File: src/rtl/ustep_pkg.sv
package ustep_pkg;
  localparam int IDX_W = 5;
  localparam int MAG_W = 8;
  localparam logic [IDX_W-1:0] HOME_IDX = 5'd4;
  localparam logic [IDX_W-1:0] QTR_TURN = 5'd8;
  localparam logic [IDX_W-1:0] SIN_SHIFT = 5'd24;

  typedef enum logic [1:0] {
    RES_FULL    = 2'b00,
    RES_HALF    = 2'b01,
    RES_QUARTER = 2'b10,
    RES_EIGHTH  = 2'b11
  } res_e;

  typedef struct packed {
    logic             neg;
    logic [MAG_W-1:0] mag;
  } phase_t;

  // magnitude for 0..8 eighth-steps away from a cosine peak
  function automatic logic [MAG_W-1:0] oct_mag(input logic [3:0] m);
    case (m)
      4'd0:    oct_mag = 8'd255;
      4'd1:    oct_mag = 8'd250;
      4'd2:    oct_mag = 8'd236;
      4'd3:    oct_mag = 8'd212;
      4'd4:    oct_mag = 8'd180;
      4'd5:    oct_mag = 8'd142;
      4'd6:    oct_mag = 8'd98;
      4'd7:    oct_mag = 8'd50;
      default: oct_mag = 8'd0;
    endcase
  endfunction

  function automatic phase_t cos_phase(input logic [IDX_W-1:0] k);
    logic [3:0] r;
    logic [3:0] m;
    phase_t     p;
    r = k[3:0];
    m = (r <= 4'd8) ? r : (4'd0 - r);
    p.mag = oct_mag(m);
    p.neg = (k > QTR_TURN) && (k < SIN_SHIFT);
    return p;
  endfunction
endpackage

File: src/rtl/ustep_sync.sv
module ustep_sync #(
  parameter int W      = 1,
  parameter int STAGES = 2
) (
  input  logic         clk,
  input  logic         rst_n,
  input  logic [W-1:0] d,
  output logic [W-1:0] q
);
  logic [W-1:0] chain [STAGES];

  always_ff @(posedge clk or negedge rst_n) begin
    if (!rst_n) begin
      for (int i = 0; i < STAGES; i++) chain[i] <= '0;
    end else begin
      chain[0] <= d;
      for (int i = 1; i < STAGES; i++) chain[i] <= chain[i-1];
    end
  end

  assign q = chain[STAGES-1];
endmodule

File: src/rtl/ustep_index.sv
module ustep_index import ustep_pkg::*; (
  input  logic             clk,
  input  logic             rst_n,
  input  logic             step_rise,
  input  logic             dir,
  input  res_e             mode,
  input  logic             home,
  input  logic             wake,
  output logic [IDX_W-1:0] idx,
  output logic             moved
);
  logic [IDX_W-1:0] pitch, origin, off, nxt;
  logic [IDX_W:0]   off2, pitch_x;

  always_comb begin
    case (mode)
      RES_FULL:    begin pitch = 5'd8; origin = HOME_IDX; end
      RES_HALF:    begin pitch = 5'd4; origin = 5'd0;     end
      RES_QUARTER: begin pitch = 5'd2; origin = 5'd0;     end
      default:     begin pitch = 5'd1; origin = 5'd0;     end
    endcase
    off     = (idx - origin) & (pitch - 5'd1);
    off2    = {off, 1'b0};
    pitch_x = {1'b0, pitch};
    if (off == '0)
      nxt = dir ? idx + pitch : idx - pitch;
    else if (off2 < pitch_x)
      nxt = idx - off;
    else if (off2 > pitch_x)
      nxt = idx + (pitch - off);
    else
      nxt = dir ? idx + (pitch - off) : idx - off;
  end

  always_ff @(posedge clk or negedge rst_n) begin
    if (!rst_n) begin
      idx   <= HOME_IDX;
      moved <= 1'b0;
    end else if (home || wake) begin
      idx   <= HOME_IDX;
      moved <= 1'b1;
    end else if (step_rise) begin
      idx   <= nxt;
      moved <= 1'b1;
    end else begin
      moved <= 1'b0;
    end
  end


  home_pin_chk: assert property (@(posedge clk) disable iff (!rst_n)
    home |=> idx == HOME_IDX);

  full_grid_chk: assert property (@(posedge clk) disable iff (!rst_n)
    (step_rise && !home && !wake && mode == RES_FULL) |=> idx[2:0] == 3'd4);

  quarter_even_chk: assert property (@(posedge clk) disable iff (!rst_n)
    (step_rise && !home && !wake && mode == RES_QUARTER) |=> !idx[0]);

  eighth_fwd_chk: assert property (@(posedge clk) disable iff (!rst_n)
    (step_rise && !home && !wake && mode == RES_EIGHTH && dir)
      |=> idx == $past(idx) + 5'd1);

  idle_hold_chk: assert property (@(posedge clk) disable iff (!rst_n)
    (!step_rise && !home && !wake) |=> $stable(idx));
endmodule

File: src/rtl/ustep_phase_lut.sv
module ustep_phase_lut import ustep_pkg::*; (
  input  logic [IDX_W-1:0] idx,
  output phase_t           ph_a,
  output phase_t           ph_b
);
  localparam logic [IDX_W-1:0] SHIFTS [2] = '{5'd0, SIN_SHIFT};
  phase_t ph [2];

  for (genvar g = 0; g < 2; g++) begin : g_wind
    always_comb ph[g] = cos_phase(idx + SHIFTS[g]);
  end

  assign ph_a = ph[0];
  assign ph_b = ph[1];
endmodule

File: src/rtl/ustep_outstage.sv
module ustep_outstage import ustep_pkg::*; (
  input  logic   clk,
  input  logic   rst_n,
  input  phase_t a_new,
  input  phase_t b_new,
  input  logic   moved,
  input  logic   gate_on,
  output phase_t a_q,
  output phase_t b_q,
  output logic   a_mix,
  output logic   b_mix,
  output logic   valid_q
);
  always_ff @(posedge clk or negedge rst_n) begin
    if (!rst_n) begin
      a_q     <= cos_phase(HOME_IDX);
      b_q     <= cos_phase(HOME_IDX + SIN_SHIFT);
      a_mix   <= 1'b0;
      b_mix   <= 1'b0;
      valid_q <= 1'b0;
    end else begin
      a_q     <= a_new;
      b_q     <= b_new;
      valid_q <= gate_on;
      if (moved) begin
        a_mix <= a_new.mag < a_q.mag;
        b_mix <= b_new.mag < b_q.mag;
      end
    end
  end


  gate_off_chk: assert property (@(posedge clk) disable iff (!rst_n)
    !gate_on |=> !valid_q);

  hint_hold_chk: assert property (@(posedge clk) disable iff (!rst_n)
    !moved |=> ($stable(a_mix) && $stable(b_mix)));
endmodule

File: src/rtl/ustep_xlate.sv
module ustep_xlate import ustep_pkg::*; #(
  parameter int SYNC_STAGES = 2
) (
  input  logic             clk,
  input  logic             rst_n,
  input  logic             step_in,
  input  logic             dir_in,
  input  logic [1:0]       mode_sel,
  input  logic             home_in,
  input  logic             sleep_n,
  input  logic             drive_en,
  output logic [MAG_W-1:0] a_mag,
  output logic             a_neg,
  output logic [MAG_W-1:0] b_mag,
  output logic             b_neg,
  output logic             a_mixed,
  output logic             b_mixed,
  output logic             set_valid
);
  localparam int CTRL_W = 7;

  logic [CTRL_W-1:0] raw, synced;
  logic step_s, dir_s, home_s, sleep_s, en_s;
  logic [1:0] mode_s;
  logic step_d, sleep_d, step_rise, wake, moved;
  logic [IDX_W-1:0] idx;
  phase_t ph_a, ph_b, a_q, b_q;

  assign raw = {step_in, dir_in, mode_sel, home_in, sleep_n, drive_en};
  assign {step_s, dir_s, mode_s, home_s, sleep_s, en_s} = synced;

  ustep_sync #(.W(CTRL_W), .STAGES(SYNC_STAGES)) u_sync (
    .clk(clk), .rst_n(rst_n), .d(raw), .q(synced));

  always_ff @(posedge clk or negedge rst_n) begin
    if (!rst_n) begin
      step_d  <= 1'b0;
      sleep_d <= 1'b0;
    end else begin
      step_d  <= step_s;
      sleep_d <= sleep_s;
    end
  end

  assign step_rise = step_s && !step_d && sleep_s;
  assign wake      = sleep_s && !sleep_d;

  ustep_index u_index (
    .clk(clk), .rst_n(rst_n), .step_rise(step_rise), .dir(dir_s),
    .mode(res_e'(mode_s)), .home(home_s), .wake(wake),
    .idx(idx), .moved(moved));

  ustep_phase_lut u_lut (.idx(idx), .ph_a(ph_a), .ph_b(ph_b));

  ustep_outstage u_out (
    .clk(clk), .rst_n(rst_n), .a_new(ph_a), .b_new(ph_b), .moved(moved),
    .gate_on(en_s && sleep_s), .a_q(a_q), .b_q(b_q),
    .a_mix(a_mixed), .b_mix(b_mixed), .valid_q(set_valid));

  assign a_mag = set_valid ? a_q.mag : '0;
  assign a_neg = set_valid && a_q.neg;
  assign b_mag = set_valid ? b_q.mag : '0;
  assign b_neg = set_valid && b_q.neg;


  zero_sign_chk: assert property (@(posedge clk) disable iff (!rst_n)
    !((a_neg && a_mag == '0) || (b_neg && b_mag == '0)));

  sleep_gate_chk: assert property (@(posedge clk) disable iff (!rst_n)
    !sleep_s |=> !set_valid);
endmodule

File: config.mk
export PLATFORM = sky130hd
export DESIGN_NAME = ustep_xlate
export DESIGN_NICKNAME = d
export VERILOG_FILES = /design/src/rtl/ustep_pkg.sv /design/src/rtl/ustep_sync.sv /design/src/rtl/ustep_index.sv /design/src/rtl/ustep_phase_lut.sv /design/src/rtl/ustep_outstage.sv /design/src/rtl/ustep_xlate.sv
export SDC_FILE = /design/constraint.sdc
export NUM_CORES = 1
export LEC_CHECK = 0
export ABC_AREA = 1
export CAP_MARGIN = 20
export CORE_MARGIN = 10
export CORE_UTILIZATION = 64
export DETAILED_ROUTE_END_ITERATION = 7
export DONT_BUFFER_PORTS = 1
export PLACE_DENSITY = 0.83
export RECOVER_POWER = 25
export SETUP_SLACK_MARGIN = 0.15
export SLEW_MARGIN = 25
export SYNTH_ARGS = -nofsm -noshare
export SYNTH_HDL_FRONTEND = slang
export SYNTH_SLANG_ARGS = --single-unit
File: constraint.sdc
create_clock -name clk -period 3.65 [get_ports clk]
set_clock_uncertainty 0.2 [all_clocks]
set_input_delay 0.73 -clock clk [delete_from_list [all_inputs] [get_ports clk]]
set_output_delay 0.73 -clock clk [all_outputs]
set_load 0.03 [all_outputs]
==> impl_metrics.tcl, run 1 <==
set metrics [dict create \
    vias_per_cell 5.26 \
    seq_area_frac_synth_pct 38.5 \
    hold_viol_final 0 \
    core.rowCount 24 \
    cts-root-buf "clkbuf_8" \
    ios 30 \
    relSlewSlack_pct -18.1 \
    gp_congestion 0.888 \
    final_nets 408 \
    die_width_um 86.5 \
    initial_utilization_pct 65.4 \
    cts_buffer_depth 2 \
    first_iter_violations 129 \
    coreArea_um2 4320 \
    rsz0062_at_grt "no" \
    syn-mean-instance-area_um2 7.99 \
    routedWlPerCell_um 12.8 \
    cts.sinks 43 \
    arrival_ps 3140 \
    dpl.hpwl_mm 4.07 \
    cts_tree "built" \
    worst_slew_pin_slew_ps 1770 \
    dp_slack_ps 394 \
    crit_path_end_kind "flip-flop" \
    yosysTopAreaCell "dfrtp_1" \
    setup-violations-final 0 \
    ant_nets 0 \
    crit_required_ps 3700 \
    syn_inst 354 \
    netlist_area_um2 2830 \
    portBuffers 0 \
    dieHeight_um 86.5 \
    overflow 0 \
    grt_pass1_wl_mm 9.50 \
    ys_top_cells_by_area "dfrtp_1 30%, ha_1 16%, nand2_1 13%" \
    antenna_found_initial 0 \
    p_leak_nw 1.77 \
    cts_max_level 2 \
    multi_input_area_um2 1440 \
    path_class "flip-flop to flip-flop" \
    yosysTopAreaCellShare_pct 30.1 \
    grt_max_degree 35 \
    worstSkewPairLatency_ps 300 \
    dp.cells 404 \
    grt_pass1_vias 2255 \
    first_pass_iters 4 \
    power_density_nw_per_um2 395 \
    grtUsageTotal_pct 15.4 \
    insertedDiodeCount 0 \
    drv_cap 1 \
    finalCritPeriodShare_pct 84.7 \
    critPathLaunchType "flip-flop" \
    tns_ps 0 \
    path_clk_slew_ps 90 \
    irDropWorstVdd_mv 0.360 \
    drt-total-wl_mm 5.29 \
    synth-seq-cells 43 \
    worst_slack_ps 559 \
    run_status "finished, violations left" \
    hold_class "primary input to asynchronous set/reset pin" \
    cts_made_buffers 5 \
    instances_no_fill 413 \
    slew_violations 35 \
    yosysUniqueCellTypes 35 \
    fmaxAchievable_ghz 0.324 \
    violations "max-capacitance violations, max-slew violations" \
    seq_area_um2 1090 \
    final_cell_mix "95 x nand2_1, 69 x inv_1, 37 x ha_1, 33 x dfrtp_1, 18 x o21ai_0" \
    final_core_util_pct 69.2 \
    final_common_cell "nand2_1" \
    layout_min_cycle_time_ps 3090 \
    die-area_um2 7480 \
    critPathMaxFanout 12 \
    drc 0 \
    yosysWarnings 0 \
    final_layout_size_suffix_gt1_share_pct 9.97 \
    area_delta_synth_final_pct 5.88 \
    via_count 2174 \
    nFillCells 358 \
]
## synth_stat cells
master     count
nor2_4         1
nor2_2         3
or2_2          1
a21boi_0       1
dfrtp_1       34
clkinv_2       1
fa_1           2
o22ai_1        2
nor2_1        15
nand2_2        4
inv_2          5
a211oi_1       1
ha_1          37
a21oi_1       12
o21ai_0       19
xor2_1         7
a21o_1         2
dfstp_2        9
nand4_1        1
nand2_1       95
o21bai_1       1
o21ai_1        2
nor3_4         1
o211ai_1       2
a2111oi_0      1
a31oi_1        3
clkbuf_1       2
buf_6          1
a21oi_2        2
xnor2_1        2
conb_1         2
nand3_1       11
buf_4          1
o21a_1         2
inv_1         69
## what timing repair did
item                                    4_1_cts  5_1_grt
hold buffers                                  1        0
setup buffers                                 0        0
gates resized for setup                       0        2
endpoints found under the hold margin        34        0
endpoints found under the setup margin        0        1
## area by class of cell
cell class / count / share of cell area (%)
inverter: 75 / 9.44
timing repair buffer: 1 / 0.125
tap: 52 / 2.17
clock inverter: 3 / 1.55
multi-input combinational: 234 / 48.1
sequential: 43 / 36.4
clock buffer: 5 / 2.30
## stage by stage
step | cell area (um^2) | hold WS (ps) | power [mW]
after floorplan | 2840 | 131 | 0.759
after global placement | 2870 | 132 | 0.795
after detailed placement | 2870 | 135 | 0.807
after CTS | 3010 | 43.8 | 1.20
after global routing | 2990 | 43.5 | 1.26
final | 2990 | 59.2 | 1.18
## cells by family after synthesis
| logic type | synth area share, % |
|---|---|
| AND/OR/NAND/NOR | 19.5 |
| buffers and inverters | 10.9 |
| AO/OA/AOI/OAI | 10.3 |
| flip-flops | 38.5 |
| adder cells (fa/ha/maj) | 17.8 |
| XOR/XNOR | 2.79 |
| other | 0.266 |
## critical path, stage by stage, from the launching register on
cell	delay (ps)
dfrtp_2	520
inv_2	160
ha_1	320
nand3_1	70
o21ai_1	200
inv_1	160
ha_1	200
inv_1	60
o21ai_0	80
a21oi_1	180
ha_1	270
a21oi_1	130
nor2_1	40
a2111oi_0	270
nand2_1	100
nand2_1	70
## final timing paths
path                                 startpoint        endpoint  slack (ps)  depth (start not counted)
worst max-delay path             u_index.idx[0]     u_out.b_mix         560                         15
worst min-delay path                      rst_n    u_out.a_q[2]          60                          0
worst max register to register   u_index.idx[0]     u_out.b_mix         560                         15
worst min register to register  u_sync.chain[9]     u_sync.q[2]         150                          0
max in group asynchronous                 rst_n  u_index.idx[0]        1410                          1
min in group clk                u_sync.chain[9]     u_sync.q[2]         150                          0
## metal layers
layer / vias up / track usage, % / part of all wire, %
li1: 1099 / - / -
met2: 61 / 26.2 / 49
met1: 998 / 17.3 / 42
met3: 16 / 4.22 / 6.5
met4: 0 / 7.81 / 2.5
met5: - / 0 / 0
## sequential cells by signal (all words and copies together), names as in the netlist
register / cells
u_out.a_q: 9
u_out.b_q: 9
u_sync.chain: 7
u_sync.q: 7
u_index.idx: 5
sleep_d: 1
step_d: 1
u_index.moved: 1
u_out.a_mix: 1
u_out.b_mix: 1
u_out.valid_q: 1
## report_power, final
group	total [mW]	internal, mW	switching, mW
Sequential	0.565	0.516	0.0485
Clock	0.380	0.206	0.174
Combinational	0.240	0.0833	0.156
No activity file was read; power rests on OpenSTA's default activity.
==> run 2, diff against run 1 <==
==> constraint.sdc (replaced) <==
create_clock -name clk -period 3.2 [get_ports clk]
set_clock_uncertainty 0.2 [all_clocks]
set_input_delay 0.64 -clock clk [delete_from_list [all_inputs] [get_ports clk]]
set_output_delay 0.64 -clock clk [all_outputs]
set_load 0.03 [all_outputs]
==> run 2 against run 1 <==
The flow now finishes without violations. Core utilization rose by 2.3 points. Routed wire length rose by 4.9%. Clock-buffer cell count did not move. Final cell count rose by 2.2%. Maximum frequency rose by 7.5%. Via count barely moved. Hold slack improved by 95 ps. First-iteration DRC count fell by 8.5%. Sequential cell count did not move. Setup slack got worse by 240 ps. Clock power rose by 15%. Critical path depth did not move. Largest cell class unchanged. Largest power group unchanged. Highest routed layer unchanged.
==> impl_metrics.tcl, run 2 (same netlist as run 1, synthesis figures left out) <==
set metrics [dict create \
    run_status "finished clean" \
    antenna_found_initial 0 \
    slew_violations 0 \
    cts-root-buf "clkbuf_8" \
    dpl.hpwl_mm 4.31 \
    dieHeight_um 86.5 \
    die_width_um 86.5 \
    gp_congestion 0.898 \
    coreArea_um2 4320 \
    dpl-instance-area_um2 2900 \
    vias_per_cell 5.15 \
    grt_busiest_layer "met2" \
    internal_power_mw 0.930 \
    worst_slew_pin_slew_ps 834 \
    worstSkewPairLatency_ps 300 \
    path_class "flip-flop to flip-flop" \
    power_density_nw_per_um2 443 \
    first_iter_violations 118 \
    dp.cells 407 \
    critPathMaxFanout 8 \
    startpoint "u_index.idx[1]" \
    drc 0 \
    relSlewSlack_pct 44.4 \
    grtUsageMet2_pct 26.5 \
    ant_nets 0 \
    min_delay_worst_endpoint "u_sync.q[0]" \
    setup-violations-final 0 \
    initial_utilization_pct 65.4 \
    tns_ps 0 \
    irDropWorstVdd_mv 0.402 \
    p_switching_mw 0.441 \
    final_layout_size_suffix_gt1_share_pct 13.2 \
    cts_max_level 2 \
    cpMostUsedCell "ha_1" \
    insertedDiodeCount 0 \
    grtUsageTotal_pct 15.4 \
    portBuffers 0 \
    area_delta_synth_final_pct 9.38 \
    via_count 2172 \
    layout_min_cycle_time_ps 2880 \
    p_leak_nw 1.83 \
    critPathLaunchType "flip-flop" \
    cts_made_buffers 5 \
    arrival_ps 2930 \
    finalCritPeriodShare_pct 89.9 \
    clkPwrFrac_pct 31.9 \
    reg_top3 "u_out.a_q x9, u_out.b_q x9" \
    crit_required_ps 3250 \
    cts_buffer_depth 2 \
    comb_power_share_pct 21.3 \
    first_pass_iters 4 \
    crit_path_end_kind "flip-flop" \
    fmaxAchievable_ghz 0.348 \
    grt_max_degree 44 \
    rrSetupSlack_ps 320 \
    ios 30 \
    reg2reg_depth 15 \
    gr-usage-met3_pct 4.41 \
    rsz0062_at_grt "yes" \
    final_cell_mix "95 x nand2_1, 68 x inv_1, 37 x ha_1, 32 x dfrtp_1, 18 x o21ai_0" \
    core.rowCount 24 \
    r2r_start "u_index.idx[1]" \
    sw_frac_of_total_pct 32.2 \
    worstHoldStart "u_sync.chain[7]" \
    routedWlPerCell_um 13.1 \
    cp_cell_sequence "inv_2, ha_1, nand3_1, o21ai_2, inv_1, ha_1, inv_1, o21ai_0, a21oi_1, ha_1, a21oi_1, nor2_1, a2111oi_2, nand2_1, nand2_1" \
    final_nets 417 \
    instances_no_fill 422 \
    drt-total-wl_mm 5.55 \
    fin_area_um2 3090 \
    grtUsageMet1_pct 17.1 \
    grt_pass1_wl_mm 9.46 \
    slowest_stage "dfrtp_2" \
    final_common_cell "nand2_1" \
    hold_class "flip-flop to flip-flop" \
    r2r-end "u_out.b_mix" \
    path_buf_inv 3 \
    cts_tree "built" \
    grt_pass1_vias 2131 \
    max_stage_delay_ps 430 \
    cts.sinks 43 \
    path_clk_slew_ps 90 \
    path_delay_family "adder cells" \
    hold_path_depth 0 \
    overflow 0 \
    drv_cap 0 \
    hold_viol_final 0 \
    sequentialPowerShare_pct 46.8 \
    die-area_um2 7480 \
]
## run 2: cell types whose count changed in the layout (fill, tap and decap cells not counted), sizes merged
cell,change
clkinvlp,-1
clkbuf,-1
buf,+9
clkinv,+1
dlygate4sd3,+1
## run 2: power groups by stage
stage          Sequential [mW]  Combinational, mW  Clock, mW
2_1_floorplan            0.642              0.224          0
3_3_place_gp             0.652              0.255          0
3_5_place_dp             0.655              0.267          0
4_1_cts                  0.644              0.287      0.448
5_1_grt                  0.650              0.337      0.470
6_report                 0.642              0.292      0.437
## run 2: metrics by stage
step	setup slack, ps	hold WS [ps]	power, mW	utilization [%]
after floorplan	306	131	0.866	-
after global placement	241	132	0.907	67.0
after detailed placement	27.3	136	0.921	67.0
after CTS	186	148	1.38	70.9
after global routing	113	140	1.46	71.5
final	324	154	1.37	71.5
## run 2: repair_timing
action	CTS	global route
buffers inserted	3	2
endpoints found under the setup margin	1	2
hold endpoints to repair	43	0
resized for setup	4	3
hold buffers	2	0
pin swaps	0	0
## run 2: area by class of cell
class | count | area [um^2]
tap | 52 | 65.1
multi-input combinational | 234 | 1450
fill | 351 | 1230
clock buffer | 5 | 68.8
clock inverter | 3 | 47.5
timing repair buffer | 10 | 90.1
inverter | 75 | 283
sequential | 43 | 1090
## run 2: worst max path at each step
stage / endpoint / cells past startpoint
floorplan: u_out.b_mix / 15
global placement: u_out.b_mix / 15
detailed placement: u_out.b_mix / 15
CTS: u_out.b_mix / 15
global route: u_out.b_mix / 15
finish: u_out.b_mix / 15
## run 2: layer usage
layer  vias to the layer above  part of all wire, %
met4                         0                  1.9
met2                        41                   51
met1                      1007                   42
met5                         -                    0
met3                        10                  5.4
li1                       1114                    -
==> run 3, diff against run 2 <==
--- a/config.mk
+++ b/config.mk
@@ -5,15 +5,16 @@
 export SDC_FILE = /design/constraint.sdc
 export NUM_CORES = 1
 export LEC_CHECK = 0
-export ABC_AREA = 1
 export CAP_MARGIN = 20
 export CORE_MARGIN = 10
 export CORE_UTILIZATION = 64
 export DETAILED_ROUTE_END_ITERATION = 7
 export DONT_BUFFER_PORTS = 1
+export GPL_TIMING_DRIVEN = 0
 export PLACE_DENSITY = 0.83
 export RECOVER_POWER = 25
 export SETUP_SLACK_MARGIN = 0.15
+export SKIP_LAST_GASP = 1
 export SLEW_MARGIN = 25
 export SYNTH_ARGS = -nofsm -noshare
 export SYNTH_HDL_FRONTEND = slang
==> run 3 against run 2 <==
Core utilization is 6.0 points higher. Sequential power grew 0.8%. Cell area up 12%. Via count rose by 16%. Power increased by 4.2%. Largest cell class unchanged.
==> impl_metrics.tcl, run 3 <==
set metrics [dict create \
    syn-mean-instance-area_um2 8.88 \
    cp_cell_sequence "buf_4, clkinvlp_4, ha_4, nor2_1, ha_1, a21oi_1, a21oi_1, nor2_1, a221o_2, and3_1, o32a_1" \
    grtUsageTotal_pct 17.8 \
    worst_slack_ps 186 \
    slowest_stage "dfstp_2" \
    fmaxAchievable_ghz 0.332 \
    grt_max_degree 44 \
    grt_pass1_vias 2429 \
    worst_slew_pin_slew_ps 584 \
    dpl-instance-area_um2 3110 \
    slew_violations 0 \
    p_leak_nw 1.67 \
    final_layout_size_suffix_gt1_share_pct 17.6 \
    synth-edff-count 0 \
    path_clk_slew_ps 90 \
    portBuffers 0 \
    p_total_mw 1.43 \
    antenna_found_initial 0 \
    arrival_ps 3050 \
    core.rowCount 24 \
    insertedDiodeCount 0 \
    whs_ps 154 \
    fin_area_um2 3470 \
    area_delta_synth_final_pct 14.9 \
    irDropWorstVdd_mv 0.238 \
    relSlewSlack_pct 61.1 \
    critPathMaxFanout 10 \
    cts_made_buffers 5 \
    synth-seq-cells 43 \
    drv_cap 0 \
    setup-violations-final 0 \
    seq_area_frac_synth_pct 36.0 \
    hold_class "flip-flop to flip-flop" \
    finalCritPeriodShare_pct 94.2 \
    drc 0 \
    dp.cells 394 \
    max_stage_delay_ps 540 \
    yosysUniqueCellTypes 50 \
    worstSkewPairLatency_ps 300 \
    dp_slack_ps -476 \
    layout_min_cycle_time_ps 3010 \
    yosysTopAreaCell "dfrtp_1" \
    tns_ps 0 \
    reg_top3 "u_out.a_q x9, u_out.b_q x9" \
    run_status "finished clean" \
    critPathLaunchType "flip-flop" \
    final_nets 411 \
    cts.sinks 43 \
    drt-total-wl_mm 6.98 \
    netlist_area_um2 3020 \
    rsz0062_at_grt "yes" \
    first_iter_violations 184 \
    final_common_cell "dfrtp_1" \
    grt_pass1_wl_mm 11.1 \
    vias_per_cell 6.03 \
    routedWlPerCell_um 16.8 \
    final_core_util_pct 77.5 \
    path_class "flip-flop to flip-flop" \
    power_density_nw_per_um2 412 \
    cts_buffer_depth 2 \
    nFillCells 320 \
    async_flop_share_pct 100 \
    die_width_um 88.7 \
    first_pass_iters 5 \
    cts-root-buf "clkbuf_8" \
    cts_max_level 2 \
    ys_top_cells_by_area "dfrtp_1 28%, ha_1 15%, dfstp_2 7.8%" \
    instances_no_fill 416 \
    dieHeight_um 88.7 \
    dpl.hpwl_mm 4.92 \
    syn_inst 340 \
    crit_required_ps 3230 \
    reg2reg_depth 11 \
    hold_viol_final 0 \
    overflow 0 \
    initial_utilization_pct 67.5 \
    ant_nets 0 \
    gp_congestion 0.934 \
    ys_top_cells_by_count "37 x ha_1, 34 x dfrtp_1, 33 x nor2_1, 29 x inv_1, 28 x o21ai_0" \
    cts_tree "built" \
    synth-main-ff-cell "dfrtp_1" \
    coreArea_um2 4470 \
    crit_path_end_kind "flip-flop" \
    yosysWarnings 0 \
    hold_path_depth 0 \
    yosysTopAreaCellShare_pct 28.2 \
    ios 30 \
    via_count 2509 \
    yosysMostFrequentCell "ha_1" \
    final_cell_mix "32 x dfrtp_1, 31 x nor2_1, 31 x ha_1, 25 x inv_1, 25 x a21oi_1" \
    die-area_um2 7870 \
]
==> run 3: cell types whose count changed after synthesis, moves of 5 or more <==
cell | before | now
nor2_1 | 15 | 33
buf_2 | 0 | 6
a21o_1 | 2 | 8
nand2b_1 | 0 | 11
o21ai_0 | 19 | 28
and2_1 | 0 | 23
inv_2 | 5 | 0
nand3_1 | 11 | 0
a21oi_1 | 12 | 26
mux2i_1 | 0 | 5
inv_1 | 69 | 29
nand2_1 | 95 | 22
xnor2_1 | 2 | 8
==> run 3: where the power goes <==
part / internal, mW / switching, mW
combinational: 0.155 / 0.201
clock: 0.233 / 0.191
sequential: 0.597 / 0.0501
total: 0.985 / 0.443
==> run 3: critical path: cells and delay by family (launching register included) <==
kind	cells	cell delay, ps
compound gates	4	950
simple gates	3	280
fa+ha+maj	2	600
flops	1	540
buf+inv	2	360
==> run 3: cell type report <==
class                   instances  area, um^2  area share (%)
plain buffers                  12        67.6            1.95
flip-flops and latches         43        1090            31.4
inverters                      30         130            3.75
repair buffers                 15         131            3.79
well taps                      52        65.1            1.88
clock inverters                 2        37.5            1.08
multi-input cells             256        1870            54.0
clock buffers                   6        72.6            2.09
==> run 3: cell families after synthesis <==
kind of cell	after synthesis	synth area share (%)
muxes	6	2.03
adders and majority gates	39	16.7
xor gates and xnor gates	12	3.48
buffers and inverters	43	5.59
other	2	0.249
AOI/OAI and AO/OA	91	18.9
and+or+nand+nor	104	17.0
DFF	43	36.0
==> run 3: per-layer routing <==
layer | routed length, um | GRT usage (%) | vias up | share of wire, %
met5 | 0 | 0 | - | 0
met4 | 104 | 6.90 | 0 | 1.5
met3 | 445 | 3.31 | 10 | 6.4
met2 | 3530 | 31.6 | 96 | 51
met1 | 2900 | 20.8 | 1192 | 42
li1 | - | - | 1211 | -
==> run 3: final timing paths <==
check | end | start | slack [ps]
max | u_index.idx[2] | u_index.idx[2] | 190
min | u_sync.q[6] | u_sync.chain[13] | 150
max reg2reg | u_index.idx[2] | u_index.idx[2] | 190
min reg2reg | u_sync.q[6] | u_sync.chain[13] | 150
max in group asynchronous | u_out.a_q[4] | rst_n | 1920
min in group asynchronous | u_out.b_q[6] | rst_n | 610
==> run 3: repair_timing <==
item / CTS / global route
gates resized for setup: 11 / 28
endpoints found under the setup margin: 6 / 6
hold endpoints to repair: 43 / 0
hold buffers: 2 / 0
setup buffers: 6 / 7
pin swaps: 1 / 8
